File: src/rtl/adc_seq_pkg.sv
package adc_seq_pkg;

    localparam int RES_W         = 12;
    localparam int CNT_W         = 6;
    localparam int BIT_IDX_W     = 4;
    localparam int PREP_BUS_CYC  = 5;
    localparam int BASE_SUB_8    = 17;
    localparam int BASE_SUB_WIDE = 20;
    localparam int LONG_EXTRA    = 20;
    localparam int FIRST_EXTRA   = 3;

    localparam logic [1:0] RES_SEL_8  = 2'b00;
    localparam logic [1:0] RES_SEL_10 = 2'b01;

    typedef enum logic [1:0] {
        PH_IDLE,
        PH_PREP,
        PH_SAMPLE,
        PH_CONV
    } phase_t;

    typedef struct packed {
        logic [1:0] res;
        logic       long_smp;
        logic       cont;
        logic       async_src;
        logic [1:0] div;
    } conv_cfg_t;

    typedef struct packed {
        logic [3:0] hi;
        logic [7:0] lo;
    } result_t;

    function automatic logic [BIT_IDX_W-1:0] res_bits(input logic [1:0] res);
        if (res == RES_SEL_8)       return BIT_IDX_W'(8);
        else if (res == RES_SEL_10) return BIT_IDX_W'(10);
        else                        return BIT_IDX_W'(12);
    endfunction

    function automatic logic [CNT_W-1:0] adck_total(input logic [1:0] res,
                                                    input logic       lng,
                                                    input logic       first);
        logic [CNT_W-1:0] n;
        n = (res == RES_SEL_8) ? CNT_W'(BASE_SUB_8) : CNT_W'(BASE_SUB_WIDE);
        if (lng)   n = n + CNT_W'(LONG_EXTRA);
        if (first) n = n + CNT_W'(FIRST_EXTRA);
        return n;
    endfunction

endpackage

File: src/rtl/adc_clk_gen.sv
module adc_clk_gen
    import adc_seq_pkg::*;
#(
    parameter int DIV_SEL_W = 2
) (
    input  logic                 clk,
    input  logic                 rst,
    input  logic                 run,
    input  logic                 async_src,
    input  logic                 async_tick,
    input  logic [DIV_SEL_W-1:0] div_sel,
    output logic                 ck_tick
);
    localparam int CW = (1 << DIV_SEL_W) - 1;

    logic [CW-1:0] div_cnt;
    logic [CW:0]   ratio;
    logic [CW-1:0] div_last;
    logic          src_tick;

    assign src_tick = async_src ? async_tick : 1'b1;
    assign ratio    = (CW+1)'(1) << div_sel;
    assign div_last = CW'(ratio - (CW+1)'(1));
    assign ck_tick  = run && src_tick && (div_cnt == div_last);

    always_ff @(posedge clk) begin
        if (rst || !run) begin
            div_cnt <= '0;
        end else if (src_tick) begin
            div_cnt <= (div_cnt == div_last) ? '0 : div_cnt + CW'(1);
        end
    end

    // the divider count never passes the selected ratio
    a_r4_div_bound: assert property (@(posedge clk) disable iff (rst)
        run |-> (div_cnt <= div_last));

endmodule

File: src/rtl/adc_phase_ctl.sv
module adc_phase_ctl
    import adc_seq_pkg::*;
#(
    parameter int ASYNC_WAIT_CYC = 40
) (
    input  logic                 clk,
    input  logic                 rst,
    input  logic                 start,
    input  conv_cfg_t            cfg_in,
    input  logic                 ck_tick,
    output conv_cfg_t            cfg,
    output logic                 run,
    output logic                 conv,
    output logic                 finish,
    output logic                 busy,
    output logic [BIT_IDX_W-1:0] bit_idx
);
    localparam int PW = $clog2(PREP_BUS_CYC + ASYNC_WAIT_CYC + 1);

    phase_t           phase;
    logic [PW-1:0]    prep_cnt;
    logic [CNT_W-1:0] left;
    logic [CNT_W-1:0] conv_edge;

    assign conv_edge = CNT_W'(res_bits(cfg.res)) + CNT_W'(1);
    assign run       = (phase == PH_SAMPLE) || (phase == PH_CONV);
    assign conv      = (phase == PH_CONV);
    assign busy      = (phase != PH_IDLE);
    assign bit_idx   = BIT_IDX_W'(left - CNT_W'(1));
    assign finish    = ck_tick && conv && (left == CNT_W'(1)) && !start;

    always_ff @(posedge clk) begin
        if (rst) begin
            phase    <= PH_IDLE;
            prep_cnt <= '0;
            left     <= '0;
            cfg      <= '0;
        end else if (start) begin
            cfg      <= cfg_in;
            phase    <= PH_PREP;
            prep_cnt <= PW'(PREP_BUS_CYC - 1 + (cfg_in.async_src ? ASYNC_WAIT_CYC : 0));
        end else begin
            case (phase)
                PH_PREP: begin
                    if (prep_cnt == '0) begin
                        phase <= PH_SAMPLE;
                        left  <= adck_total(cfg.res, cfg.long_smp, 1'b1);
                    end else begin
                        prep_cnt <= prep_cnt - PW'(1);
                    end
                end
                PH_SAMPLE, PH_CONV: begin
                    if (ck_tick) begin
                        if (left == CNT_W'(1)) begin
                            if (cfg.cont) begin
                                phase <= PH_SAMPLE;
                                left  <= adck_total(cfg.res, cfg.long_smp, 1'b0);
                            end else begin
                                phase <= PH_IDLE;
                            end
                        end else begin
                            left <= left - CNT_W'(1);
                            if (left == conv_edge) phase <= PH_CONV;
                        end
                    end
                end
                default: phase <= PH_IDLE;
            endcase
        end
    end

    // a start always restarts from the preparation phase
    a_r9_restart: assert property (@(posedge clk) disable iff (rst)
        start |=> (phase == PH_PREP));

    // the conversion-clock count is never exhausted while counting
    a_r2_count_live: assert property (@(posedge clk) disable iff (rst)
        run |-> (left != '0));

    // a single conversion returns to idle after its completion
    a_r10_single_idle: assert property (@(posedge clk) disable iff (rst)
        (finish && !cfg.cont) |=> (phase == PH_IDLE));

    // a continuous run goes straight back to sampling
    a_r3_cont_resample: assert property (@(posedge clk) disable iff (rst)
        (finish && cfg.cont) |=> (phase == PH_SAMPLE));

endmodule

File: src/rtl/adc_sar_core.sv
module adc_sar_core
    import adc_seq_pkg::*;
(
    input  logic                 clk,
    input  logic                 rst,
    input  logic                 conv,
    input  logic                 ck_tick,
    input  logic [BIT_IDX_W-1:0] bit_idx,
    input  logic                 cmp_hi,
    input  logic                 finish,
    input  logic                 rd_ack,
    output logic [RES_W-1:0]     dac_code,
    output result_t              result,
    output logic                 done
);
    logic [RES_W-1:0] sar;
    logic [RES_W-1:0] trial_bit;

    assign trial_bit = RES_W'(1) << bit_idx;
    assign dac_code  = conv ? (sar | trial_bit) : '0;

    always_ff @(posedge clk) begin
        if (rst || !conv) begin
            sar <= '0;
        end else if (ck_tick && cmp_hi) begin
            sar <= sar | trial_bit;
        end
    end

    always_ff @(posedge clk) begin
        if (rst) begin
            result <= '0;
        end else if (finish) begin
            result <= result_t'(sar | (cmp_hi ? trial_bit : '0));
        end
    end

    always_ff @(posedge clk) begin
        if (rst)         done <= 1'b0;
        else if (finish) done <= 1'b1;
        else if (rd_ack) done <= 1'b0;
    end

    // result registers hold between completions
    a_r7_result_hold: assert property (@(posedge clk) disable iff (rst)
        !finish |=> $stable(result));

    // completion sets the flag even with a read in the same edge
    a_r8_done_set: assert property (@(posedge clk) disable iff (rst)
        finish |=> done);

    // a read without completion clears the flag
    a_r8_done_clear: assert property (@(posedge clk) disable iff (rst)
        (rd_ack && !finish) |=> !done);

endmodule

File: src/rtl/adc_conv_seq.sv
module adc_conv_seq
    import adc_seq_pkg::*;
#(
    parameter int ASYNC_WAIT_CYC = 40,
    parameter int DIV_SEL_W      = 2
) (
    input  logic                 clk,
    input  logic                 rst,
    input  logic                 start,
    input  logic [1:0]           res_sel,
    input  logic                 long_smp,
    input  logic                 cont_en,
    input  logic                 async_sel,
    input  logic [DIV_SEL_W-1:0] div_sel,
    input  logic                 async_tick,
    input  logic                 cmp_hi,
    input  logic                 rd_ack,
    output logic [RES_W-1:0]     dac_code,
    output logic [3:0]           res_hi,
    output logic [7:0]           res_lo,
    output logic                 done,
    output logic                 busy
);
    conv_cfg_t            cfg_in;
    conv_cfg_t            cfg;
    logic                 run;
    logic                 conv;
    logic                 finish;
    logic                 ck_tick;
    logic [BIT_IDX_W-1:0] bit_idx;
    result_t              result;

    always_comb begin
        cfg_in.res       = res_sel;
        cfg_in.long_smp  = long_smp;
        cfg_in.cont      = cont_en;
        cfg_in.async_src = async_sel;
        cfg_in.div       = 2'(div_sel);
    end

    adc_clk_gen #(.DIV_SEL_W(2)) u_clk_gen (
        .clk        (clk),
        .rst        (rst),
        .run        (run),
        .async_src  (cfg.async_src),
        .async_tick (async_tick),
        .div_sel    (cfg.div),
        .ck_tick    (ck_tick)
    );

    adc_phase_ctl #(.ASYNC_WAIT_CYC(ASYNC_WAIT_CYC)) u_phase_ctl (
        .clk     (clk),
        .rst     (rst),
        .start   (start),
        .cfg_in  (cfg_in),
        .ck_tick (ck_tick),
        .cfg     (cfg),
        .run     (run),
        .conv    (conv),
        .finish  (finish),
        .busy    (busy),
        .bit_idx (bit_idx)
    );

    adc_sar_core u_sar_core (
        .clk      (clk),
        .rst      (rst),
        .conv     (conv),
        .ck_tick  (ck_tick),
        .bit_idx  (bit_idx),
        .cmp_hi   (cmp_hi),
        .finish   (finish),
        .rd_ack   (rd_ack),
        .dac_code (dac_code),
        .result   (result),
        .done     (done)
    );

    assign res_hi = result.hi;
    assign res_lo = result.lo;

endmodule

File: config.mk
export PLATFORM = sky130hd
export DESIGN_NAME = adc_conv_seq
export DESIGN_NICKNAME = d
export VERILOG_FILES = /design/src/rtl/adc_seq_pkg.sv /design/src/rtl/adc_clk_gen.sv /design/src/rtl/adc_phase_ctl.sv /design/src/rtl/adc_sar_core.sv /design/src/rtl/adc_conv_seq.sv
export SDC_FILE = /design/constraint.sdc
export NUM_CORES = 1
export LEC_CHECK = 0
export BUFFER_PORTS_ARGS = -buffer_cell sky130_fd_sc_hd__buf_4
export CAP_MARGIN = 20
export CORE_MARGIN = 2
export CORE_UTILIZATION = 56
export DETAILED_ROUTE_END_ITERATION = 10
export HOLD_SLACK_MARGIN = 0.1
export PLACE_DENSITY = 0.84
export SETUP_SLACK_MARGIN = 0.3
export SYNTH_ARGS = -nofsm -noshare
export SYNTH_HDL_FRONTEND = slang
export SYNTH_HIERARCHICAL = 1
export SYNTH_SLANG_ARGS = --single-unit
File: constraint.sdc
create_clock -name clk -period 2.55 [get_ports clk]
set_input_delay 0.1275 -clock clk [delete_from_list [all_inputs] [get_ports clk]]
set_output_delay 0.1275 -clock clk [all_outputs]
set_load 0.02 [all_outputs]
Yosys cells after proc, flatten, opt, wreduce, memory -nomap -nowiden
Index checks and enable logic that the tools add are counted.
{"block": "totals", "inputBits": 13, "word_cells": 96, "out_inout_bits": 26, "ff_bits": 49, "mem_bits_ro": 0, "latch_bits": 0, "n_memories": 0, "mem_bits_rw": 0}
{"block": "op_classes", "n_addsub": 8, "magnitude_cmp": 0, "div_mod_pow": 0, "mux": 30, "eq_ne": 15, "bitwise": 3, "multipliers": 0, "reduce_logical": 24, "shifts": 2}
{"operator": "6-bit 2-to-1 mux", "n": 13}
{"operator": "12-bit 2-to-1 mux", "n": 2}
{"operator": "12-bit bitwise OR", "n": 2}
{"operator": "6-bit case mux with 2 select lines", "n": 1}
{"operator": "1-bit by 4-bit left shift with 12-bit output, first input constant", "n": 1}
{"operator": "6-bit by 1-bit subtractor with 6-bit output, second input constant", "n": 2}
{"operator": "2-bit 2-to-1 mux", "n": 5}
{"operator": "3-bit 2-to-1 mux", "n": 3}
{"operator": "3-bit by 2-bit inequality test with 1-bit output, second input constant", "n": 3}
{"operator": "2-bit nonzero test", "n": 4}
{"operator": "4-bit by 6-bit adder with 6-bit output, first input constant", "n": 1}
{"operator": "6-bit by 2-bit adder with 6-bit output, second input constant", "n": 1}
{"operator": "6-bit by 5-bit adder with 6-bit output, second input constant", "n": 1}
{"operator": "6-bit by 1-bit equality test with 1-bit output, second input constant", "n": 1}
{"operator": "6-bit equality test", "n": 1}
{"operator": "1-bit logical AND", "n": 6}
{"operator": "6-bit logical NOT", "n": 1}
{"operator": "3-bit AND reduction", "n": 2}
{"operator": "4-bit by 1-bit adder with 5-bit output, second input constant", "n": 1}
{"operator": "5-bit AND reduction", "n": 1}
{"operator": "2-bit by 1-bit equality test with 1-bit output, second input constant", "n": 2}
{"operator": "2-bit equality test, second input constant", "n": 2}
{"operator": "1-bit 2-to-1 mux", "n": 4}
{"operator": "4-bit 2-to-1 mux", "n": 1}
{"operator": "other kinds (15)", "n": 21}

Longest topological paths before layout
Gate-level depths: netlist of run 1.
{"block": "logic_depth", "word_depth": 11, "mapped_depth": 9, "depth_no_buf": 7}

Cells and area by module
Netlist of run 1, hierarchy kept.
{"module": "adc_phase_ctl", "n_inst": 1, "cells_per_inst": 149, "area_per_inst_um2": 1242.4, "seq_area_each_um2": 420.4}
{"module": "adc_sar_core", "n_inst": 1, "cells_per_inst": 132, "area_per_inst_um2": 1119.8, "seq_area_each_um2": 500.5}
{"module": "adc_clk_gen", "n_inst": 1, "cells_per_inst": 24, "area_per_inst_um2": 202.7, "seq_area_each_um2": 60.1}

Worst setup path after synthesis of run 1
Ideal clock, no wire load.
{"block": "synth_timing", "kind": "reg2reg", "start": "reg u_clk_gen.div_cnt[0]", "end": "reg u_sar_core/result[10] (netlist name)", "n_path_buf": 2, "arrival_time_ns": 2.050, "setup_ns": 0.086, "path_slack_ns": 0.415, "path_stages_with_launch": 9, "period_less_slack_ns": 2.135, "required_time_ns": 2.464, "path_cell_list": "dfxtp_1 > or3_1 > a21oi_2 > and3_1 > and4_1 > clkbuf_1 > buf_2 > nor2_1 > a211oi_1"}
{"block": "synth_between", "elab_chain_len": 5}
{"element": "start, declared", "line": "adc_clk_gen.sv:16", "text": "logic [CW-1:0] div_cnt;"}
{"element": "start signal, assigned", "line": "adc_clk_gen.sv:30", "text": "div_cnt <= (div_cnt == div_last) ? '0 : div_cnt + CW'(1);"}
{"element": "3-bit equality test", "line": "adc_clk_gen.sv:24", "text": "assign ck_tick = run && src_tick && (div_cnt == div_last);"}
{"element": "1-bit logical AND", "line": "adc_clk_gen.sv:24"}
{"element": "named net ck_tick", "line": "adc_conv_seq.sv:29", "text": "logic ck_tick;"}
{"element": "1-bit logical AND (3 in series)", "line": "adc_phase_ctl.sv:30", "text": "assign finish = ck_tick && conv && (left == CNT_W'(1)) && !start;"}
{"element": "named net finish", "line": "adc_conv_seq.sv:28", "text": "logic finish;"}
The timed path passes the listed nets, and every way through them passes these cells.
A chain may end at the register's enable or synchronous reset.

Final worst setup path of run 1
{"block": "layout_timing", "start": "reg u_clk_gen.div_cnt[0]", "end": "reg u_phase_ctl.left[1]"}
{"block": "layout_between", "elab_chain_len": 4}
{"element": "3-bit equality test", "line": "adc_clk_gen.sv:24"}
{"element": "1-bit logical AND", "line": "adc_clk_gen.sv:24"}
{"element": "named net ck_tick", "line": "adc_conv_seq.sv:29"}
{"element": "2-bit by 1-bit inequality test with 1-bit output (no line)"}
{"element": "5-bit AND reduction (no line)"}
{"element": "end signal, assigned", "line": "adc_phase_ctl.sv:47", "text": "left <= adck_total(cfg.res, cfg.long_smp, 1'b1);"}
{"element": "end signal, assigned", "line": "adc_phase_ctl.sv:57", "text": "left <= adck_total(cfg.res, cfg.long_smp, 1'b0);"}
{"element": "end signal, assigned", "line": "adc_phase_ctl.sv:62", "text": "left <= left - CNT_W'(1);"}
{"element": "end, declared", "line": "adc_phase_ctl.sv:22", "text": "logic [CNT_W-1:0] left;"}
The timed path passes the listed nets, and every way through them passes these cells.

==> flow_metrics.env, run 1 <==
export IMPL_status="finished, final reports clean"
export IMPL_root_buffer="clkbuf_8"
export IMPL_yosys_warnings=6
export IMPL_p_int_mw=1.12
export IMPL_cts_max_level=2
export IMPL_crit_family="compound AO/OA/AOI/OAI gates"
export IMPL_synthMuxAreaShare_pct=3.51
export IMPL_vias=2298
export IMPL_rsz0062_at_grt="true"
export IMPL_cts_buffer_depth=2
export IMPL_synth_simple_area_share_pct=24.7
export IMPL_syn2layout_area_growth_pct=19.3
export IMPL_power_leakage_nw=1.16
export IMPL_crit_chain="or3_1 -> a21oi_2 -> and3_1 -> o221a_2 -> a32oi_4 -> a311oi_1 -> a211oi_1"
export IMPL_worstPathArrival_ns=2.32
export IMPL_required_ns=2.73
export IMPL_switching_power_mw=0.493
export IMPL_cp_slowest_cell="or3_1"
export IMPL_worstPathMaxFanout=11
export IMPL_overflow=0
export IMPL_path_clk_slew_ns=0.10
export IMPL_synth_xor_area_share_pct=2.73
export IMPL_rows=24
export IMPL_min_period_over_period_pct=83.9
export IMPL_path_buf_inv=0
export IMPL_dr_first_iter_drc_count=132
export IMPL_numCtsBuffers=5
export IMPL_grt_first_pass_wirelength_mm=9.84
export IMPL_synth_top_family_by_area="simple AND/OR/NAND/NOR gates"
export IMPL_switching_share_pct=30.5
export IMPL_n_antenna_cell=0
export IMPL_boundaryPins=39
export IMPL_ys_seq_elements=49
export IMPL_synthCells=305
export IMPL_drcViolationCount=0
export IMPL_syn_area_um2=2560
export IMPL_die_w_um=71.7
export IMPL_drv_slew=0
export IMPL_finalCriticalPeriod_ns=2.14
export IMPL_synth_cell_types=53
export IMPL_hold_violations=0
export IMPL_routed_wl_mm=5.81
export IMPL_track_usage_pct=23.7
export IMPL_slowest_delay_ns=0.39
export IMPL_core_um2=4380
export IMPL_final_cell_mix="dfxtp_1 (46), buf_4 (43), a21oi_1 (42), nor2_1 (40), nor2b_1 (16)"
export IMPL_finalSetupTns_ns=0
export IMPL_synth_area_leader_cell="dfxtp_1"
export IMPL_n_fill_cell=357
export IMPL_min_from="rd_ack"
export IMPL_power_frac_comb_pct=19.5
export IMPL_synth_fa_ha_area_share_pct=2.93
export IMPL_ir_worst_vdd_uv=366
export IMPL_synth_compound_area_share_pct=23.0
export IMPL_worst_setup_path_type="flop to flop"
export IMPL_grt_max_degree=38
export IMPL_port_buffers=38
export IMPL_rr_startpoint="u_clk_gen/div_cnt[0]"
export IMPL_insertion_delay_ns=0.31
export IMPL_p_clk_share_pct=29.9
export IMPL_place_congestion=1.02
export IMPL_initial_core_util_pct=58.5
export IMPL_timing_slew_headroom_pct=60.3
export IMPL_place_hpwl_mm=4.00
export IMPL_antenna_found_initial=0
export IMPL_firstDrtPassIters=4
export IMPL_wl_per_cell_um=14.6
export IMPL_final_common_cell="dfxtp_1"
export IMPL_drive_gt1_share_pct=21.4
export IMPL_dieArea_um2=5140
export IMPL_synth_edf_count=0
export IMPL_syn_nets=324
export IMPL_setup_viol=0
export IMPL_first_global_vias=2169
export IMPL_die_h_um=71.7
export IMPL_worst_pin_slew_ns=0.595
export IMPL_finalClockSkew_ns=0.0120
export IMPL_seq_power_share_pct=50.6
export IMPL_fin_util_pct=69.8
export IMPL_cap_viol_max_count=0
export IMPL_hold_path_class="primary input to flop"
export IMPL_vias_per_cell=5.77
export IMPL_critPathLaunchType="flop"
export IMPL_ant_nets=0
export IMPL_power_density_nw_per_um2=528
export IMPL_dpl_cell_area_um2=2870
export IMPL_cts_num_sinks=49
export IMPL_end_kind="flop"
export IMPL_worst_slack_ns=0.410
export IMPL_post_place_ws_ns=0.425
export IMPL_worstSetupStartpoint="u_clk_gen/div_cnt[0]"
export IMPL_ys_flop_type="dfxtp_1"
export IMPL_avgSynthCellArea_um2=8.41
export IMPL_synth_seq_area_share_pct=38.2
export IMPL_cts_tree="done"
export IMPL_netlist_area_leader_share_pct=38.2
export IMPL_synth_area_top_cells="dfxtp_1 (38%), a21oi_1 (8.2%), nor2_1 (6.0%)"
export IMPL_fmax_mhz=467
export IMPL_finalNetCount=364
export IMPL_fin_area_um2=3060
export IMPL_synthArstFlopShare_pct=0
==> routing by layer <==
metal / vias up / GRT usage (%) / wire (um)
met5: - / 0 / 0
met4: 0 / 9.01 / 74
met3: 8 / 5.49 / 347
met2: 80 / 40.0 / 2800
met1: 1046 / 29.2 / 2590
li1: 1164 / - / -
==> power groups by stage <==
stage / Sequential (mW) / Clock (mW) / Combinational [mW]
2_1_floorplan: 0.823 / 0 / 0.227
3_3_place_gp: 0.833 / 0 / 0.286
3_5_place_dp: 0.835 / 0 / 0.293
4_1_cts: 0.818 / 0.488 / 0.304
5_1_grt: 0.823 / 0.510 / 0.346
6_report: 0.818 / 0.483 / 0.316
==> state kept, by name, summed over array words and instances, names as in the netlist <==
signal / cells
u_sar_core/result: 12
u_sar_core/sar: 12
u_phase_ctl/cfg: 7
u_phase_ctl/left: 6
u_phase_ctl/prep_cnt: 6
u_clk_gen/div_cnt: 3
u_phase_ctl/phase: 2
u_sar_core/done: 1
==> cell type report <==
type	count	area [um^2]	area share [%]
Multi-Input combinational cell	228	1480	48.4
Timing Repair Buffer	50	393	12.8
Clock inverter	3	25.0	0.818
Inverter	11	41.3	1.35
Tap cell	52	65.1	2.13
Clock buffer	5	68.8	2.25
Sequential cell	49	987	32.3
==> final timing paths <==
kind	end	slack (ns)	cells past startpoint
worst min register to register	u_sar_core/result[10]	0.49	2
worst max register to register	u_phase_ctl/left[1]	0.41	7
worst max-delay path	u_phase_ctl/left[1]	0.41	7
worst min-delay path	u_sar_core/done	0.13	4
==> what timing repair did <==
item / in CTS / in global routing
setup buffers: 0 / 0
gates resized for setup: 2 / 7
endpoints found under the hold margin: 7 / 0
cloned: 0 / 0
hold buffers: 7 / 0
setup endpoints to repair: 5 / 16
==> worst reg2reg max path, cell delays in order, from the launching register on <==
cell	delay, ns
dfxtp_1	0.35
or3_1	0.39
a21oi_2	0.21
and3_1	0.31
o221a_2	0.27
a32oi_4	0.11
a311oi_1	0.29
a211oi_1	0.07
==> cells in the mapped netlist (3+ instances only) <==
cell type  count
ha_1           6
o21ai_0        6
nor2_1        41
o21bai_1       3
a22o_1         3
a211oi_1      14
inv_1         11
mux2i_1        9
a31oi_1        4
nor2b_1       16
and2_1         4
dfxtp_1       49
nand2b_1       8
nand3_1        3
nand2_1       10
buf_2          4
clkbuf_1      10
or3_1          4
a21oi_1       42
xor2_1         3
xnor2_1        5
nor3_1         9
==> through the flow <==
step | instances | power [mW] | hold slack, ns
2_1_floorplan | 305 | 1.05 | 0.200
3_3_place_gp | 383 | 1.12 | 0.361
3_5_place_dp | 383 | 1.13 | 0.370
4_1_cts | 398 | 1.61 | 0.123
5_1_grt | 398 | 1.68 | 0.161
6_report | 398 | 1.62 | 0.129
==> logic make-up (layout without fill, tap and decap cells) <==
| group | Yosys count | in the layout |
|---|---|---|
| adders and majority gates | 6 | 6 |
| muxes | 9 | 9 |
| buffers and inverters | 28 | 69 |
| xor gates and xnor gates | 8 | 8 |
| AOI/OAI and AO/OA | 90 | 90 |
| DFF | 49 | 49 |
| and+or+nand+nor | 115 | 115 |
Power figures use the tool's default switching activity.
==> inputs of run 2 (changes only) <==
--- a/config.mk
+++ b/config.mk
@@ -5,13 +5,14 @@
 export SDC_FILE = /design/constraint.sdc
 export NUM_CORES = 1
 export LEC_CHECK = 0
+export ABC_AREA = 1
 export BUFFER_PORTS_ARGS = -buffer_cell sky130_fd_sc_hd__buf_4
 export CAP_MARGIN = 20
 export CORE_MARGIN = 2
-export CORE_UTILIZATION = 56
+export CORE_UTILIZATION = 57
 export DETAILED_ROUTE_END_ITERATION = 10
 export HOLD_SLACK_MARGIN = 0.1
-export PLACE_DENSITY = 0.84
+export PLACE_DENSITY = 0.85
 export SETUP_SLACK_MARGIN = 0.3
 export SYNTH_ARGS = -nofsm -noshare
 export SYNTH_HDL_FRONTEND = slang
==> constraint.sdc (replaced) <==
create_clock -name clk -period 2.2 [get_ports clk]
set_input_delay 0.11 -clock clk [delete_from_list [all_inputs] [get_ports clk]]
set_output_delay 0.11 -clock clk [all_outputs]
set_load 0.02 [all_outputs]
==> run 2 against run 1 <==
Clock skew decreased by 0.0063 ns. Flip-flop and latch count unchanged. Sequential share of layout area decreased by 3.4 points. Non-clock buffer count increased by 18. Global-route usage increased by 3.3 points. Cell count increased by 29%. First-iteration DRC count increased to 2.9 times the previous value. Count of clock-buffer cells in the layout unchanged. Register-to-register slack got worse by 0.06 ns. Area after synthesis increased by 3.4%. Via count increased by 29%. Critical path type is now flop to primary output. Largest power group unchanged.
==> flow_metrics.env, run 2 <==
export IMPL_setup_viol=0
export IMPL_synth_area_top_cells="dfxtp_1 (37%), nor2_1 (12%), nand2_1 (9.2%)"
export IMPL_worst_pin_slew_ns=0.544
export IMPL_cap_viol_max_count=0
export IMPL_cts_tree="done"
export IMPL_reg_top3="u_sar_core/result x12, u_sar_core/sar x12, u_phase_ctl/cfg x7"
export IMPL_ys_flop_type="dfxtp_1"
export IMPL_rsz0062_at_grt="true"
export IMPL_ys_seq_elements=49
export IMPL_track_usage_pct=27.0
export IMPL_grt_max_degree=17
export IMPL_synth_seq_area_share_pct=37.0
export IMPL_syn_area_um2=2650
export IMPL_fmax_mhz=507
export IMPL_ant_nets=0
export IMPL_status="finished, final reports clean"
export IMPL_routed_wl_mm=7.41
export IMPL_avgSynthCellArea_um2=6.65
export IMPL_die_w_um=72.2
export IMPL_cts_buffer_depth=2
export IMPL_first_global_vias=2538
export IMPL_dieArea_um2=5220
export IMPL_path_clk_slew_ns=0.09
export IMPL_netlist_area_leader_share_pct=37.0
export IMPL_initial_core_util_pct=60.1
export IMPL_synthTopCellsByCount="nor2_1 (87), nand2_1 (65), dfxtp_1 (49)"
export IMPL_cts_num_sinks=49
export IMPL_hold_violations=0
export IMPL_required_ns=2.09
export IMPL_boundaryPins=39
export IMPL_end_kind="primary output"
export IMPL_finalNetCount=480
export IMPL_hold_path_class="primary input to flop"
export IMPL_final_cell_mix="nor2_1 (80), nand2_1 (62), buf_4 (57), dfxtp_1 (40), o21ai_0 (39)"
export IMPL_cts_max_level=2
export IMPL_finalSetupTns_ns=0
export IMPL_worstPathArrival_ns=1.86
export IMPL_insertion_delay_ns=0.30
export IMPL_power_leakage_nw=1.59
export IMPL_power_density_nw_per_um2=747
export IMPL_final_common_cell="nor2_1"
export IMPL_dr_first_iter_drc_count=385
export IMPL_grt_first_pass_wirelength_mm=11.3
export IMPL_min_period_over_period_pct=89.6
export IMPL_vias_per_cell=5.75
export IMPL_ir_worst_vdd_uv=515
export IMPL_place_congestion=0.875
export IMPL_synth_area_leader_cell="dfxtp_1"
export IMPL_synthArstFlopShare_pct=0
export IMPL_root_buffer="clkbuf_8"
export IMPL_fin_util_pct=78.4
export IMPL_yosys_warnings=6
export IMPL_synthCells=399
export IMPL_finalClockSkew_ns=0.00570
export IMPL_place_hpwl_mm=4.55
export IMPL_overflow=0
export IMPL_timing_slew_headroom_pct=63.7
export IMPL_n_fill_cell=318
export IMPL_reg2reg_setup_slack_ns=0.35
export IMPL_antenna_found_initial=0
export IMPL_vias=2955
export IMPL_firstDrtPassIters=8
export IMPL_syn_nets=418
export IMPL_finalCriticalPeriod_ns=1.97
export IMPL_core_um2=4410
export IMPL_synth_edf_count=0
export IMPL_syn2layout_area_growth_pct=30.5
export IMPL_numCtsBuffers=5
export IMPL_yosysMostFrequentCell="nor2_1"
export IMPL_critPathLaunchType="flop"
export IMPL_drcViolationCount=0
export IMPL_worst_setup_path_type="flop to primary output"
export IMPL_port_buffers=38
export IMPL_rows=24
export IMPL_synth_cell_types=30
export IMPL_n_antenna_cell=0
export IMPL_wl_per_cell_um=14.4
export IMPL_worstPathMaxFanout=4
export IMPL_drv_slew=0
export IMPL_die_h_um=72.2
export IMPL_drive_gt1_share_pct=27.1
==> run 2: cell count changes after synthesis, sizes merged, moves of 9 or more <==
| cell | delta |
|---|---|
| mux2i | -9 |
| nor2b | -16 |
| nand2 | +58 |
| inv | +37 |
| o21ai | +37 |
| nand4 | +11 |
| nand3 | +19 |
| a21oi | -14 |
| nor2 | +55 |
| a211oi | -14 |
==> run 2: what timing repair did <==
item / 4_1_cts / 5_1_grt
hold buffers: 8 / 0
cloned: 0 / 1
gates resized for setup: 22 / 28
pin swaps: 2 / 13
endpoints found under the hold margin: 12 / 0
setup buffers: 7 / 9
setup endpoints to repair: 25 / 25
==> run 2: kinds of logic after synthesis <==
| kind of cell | after synthesis | share of synthesized area, % |
|---|---|---|
| DFF | 49 | 37.0 |
| xor gates and xnor gates | 6 | 1.98 |
| and+or+nand+nor | 202 | 34.4 |
| adders and majority gates | 6 | 2.83 |
| AOI/OAI and AO/OA | 74 | 14.3 |
| buffers and inverters | 62 | 9.48 |
==> run 2: layer usage <==
metal	up-vias	GRT usage [%]	share of wire, %	routed length [um]
met3	33	4.72	8.0	592
met5	-	0	0	0
met1	1363	35.5	41	3040
met2	159	46.0	49	3630
met4	0	6.71	2.1	154
li1	1400	-	-	-
==> run 2: critical path, cell delays in order, from the launching register on <==
cell	delay (ns)
dfxtp_4	0.39
inv_4	0.05
ha_4	0.28
inv_4	0.05
nor2_2	0.19
nand2_4	0.07
o21bai_1	0.14
inv_1	0.08
nor2_1	0.14
buf_4	0.17
==> run 2: layout make-up <==
type,instances,area [um^2],share of cell area (%)
clock buffers,5,68.8,1.99
clock inverters,3,46.3,1.34
inverters,49,199,5.75
multi-input cells,288,1540,44.5
flip-flops and latches,49,997,28.8
well taps,52,65.1,1.88
repair buffers,68,544,15.7
==> run 2: path summary, 6_finish.rpt <==
kind                                           from                      end  cells after the start
worst min-delay path                      async_sel  u_phase_ctl/prep_cnt[3]                      3
worst max-delay path            u_phase_ctl/left[1]              dac_code[8]                      9
worst min register to register   u_phase_ctl/cfg[2]       u_phase_ctl/cfg[2]                      2
worst max register to register  u_phase_ctl/left[2]     u_sar_core/result[2]                      7
==> run 2: power by group <==
part | internal (mW) | total [mW] | switching, mW
registers | 0.930 | 0.977 | 0.0473
logic | 0.376 | 0.952 | 0.577
clock network | 0.341 | 0.656 | 0.315
total | 1.65 | 2.59 | 0.940
==> run 2: metrics by stage <==
step / cells / area [um^2] / hold WS, ns / setup WS, ns / power [mW]
6_report: 514 / 3460 / 0.122 / 0.229 / 2.59
5_1_grt: 514 / 3460 / 0.117 / 0.129 / 2.71
4_1_cts: 504 / 3300 / 0.111 / 0.299 / 2.43
3_5_place_dp: 481 / 2970 / 0.344 / 0.262 / 1.63
3_3_place_gp: 481 / 2970 / 0.333 / 0.349 / 1.61
2_1_floorplan: 399 / 2650 / 0.179 / 0.389 / 1.49
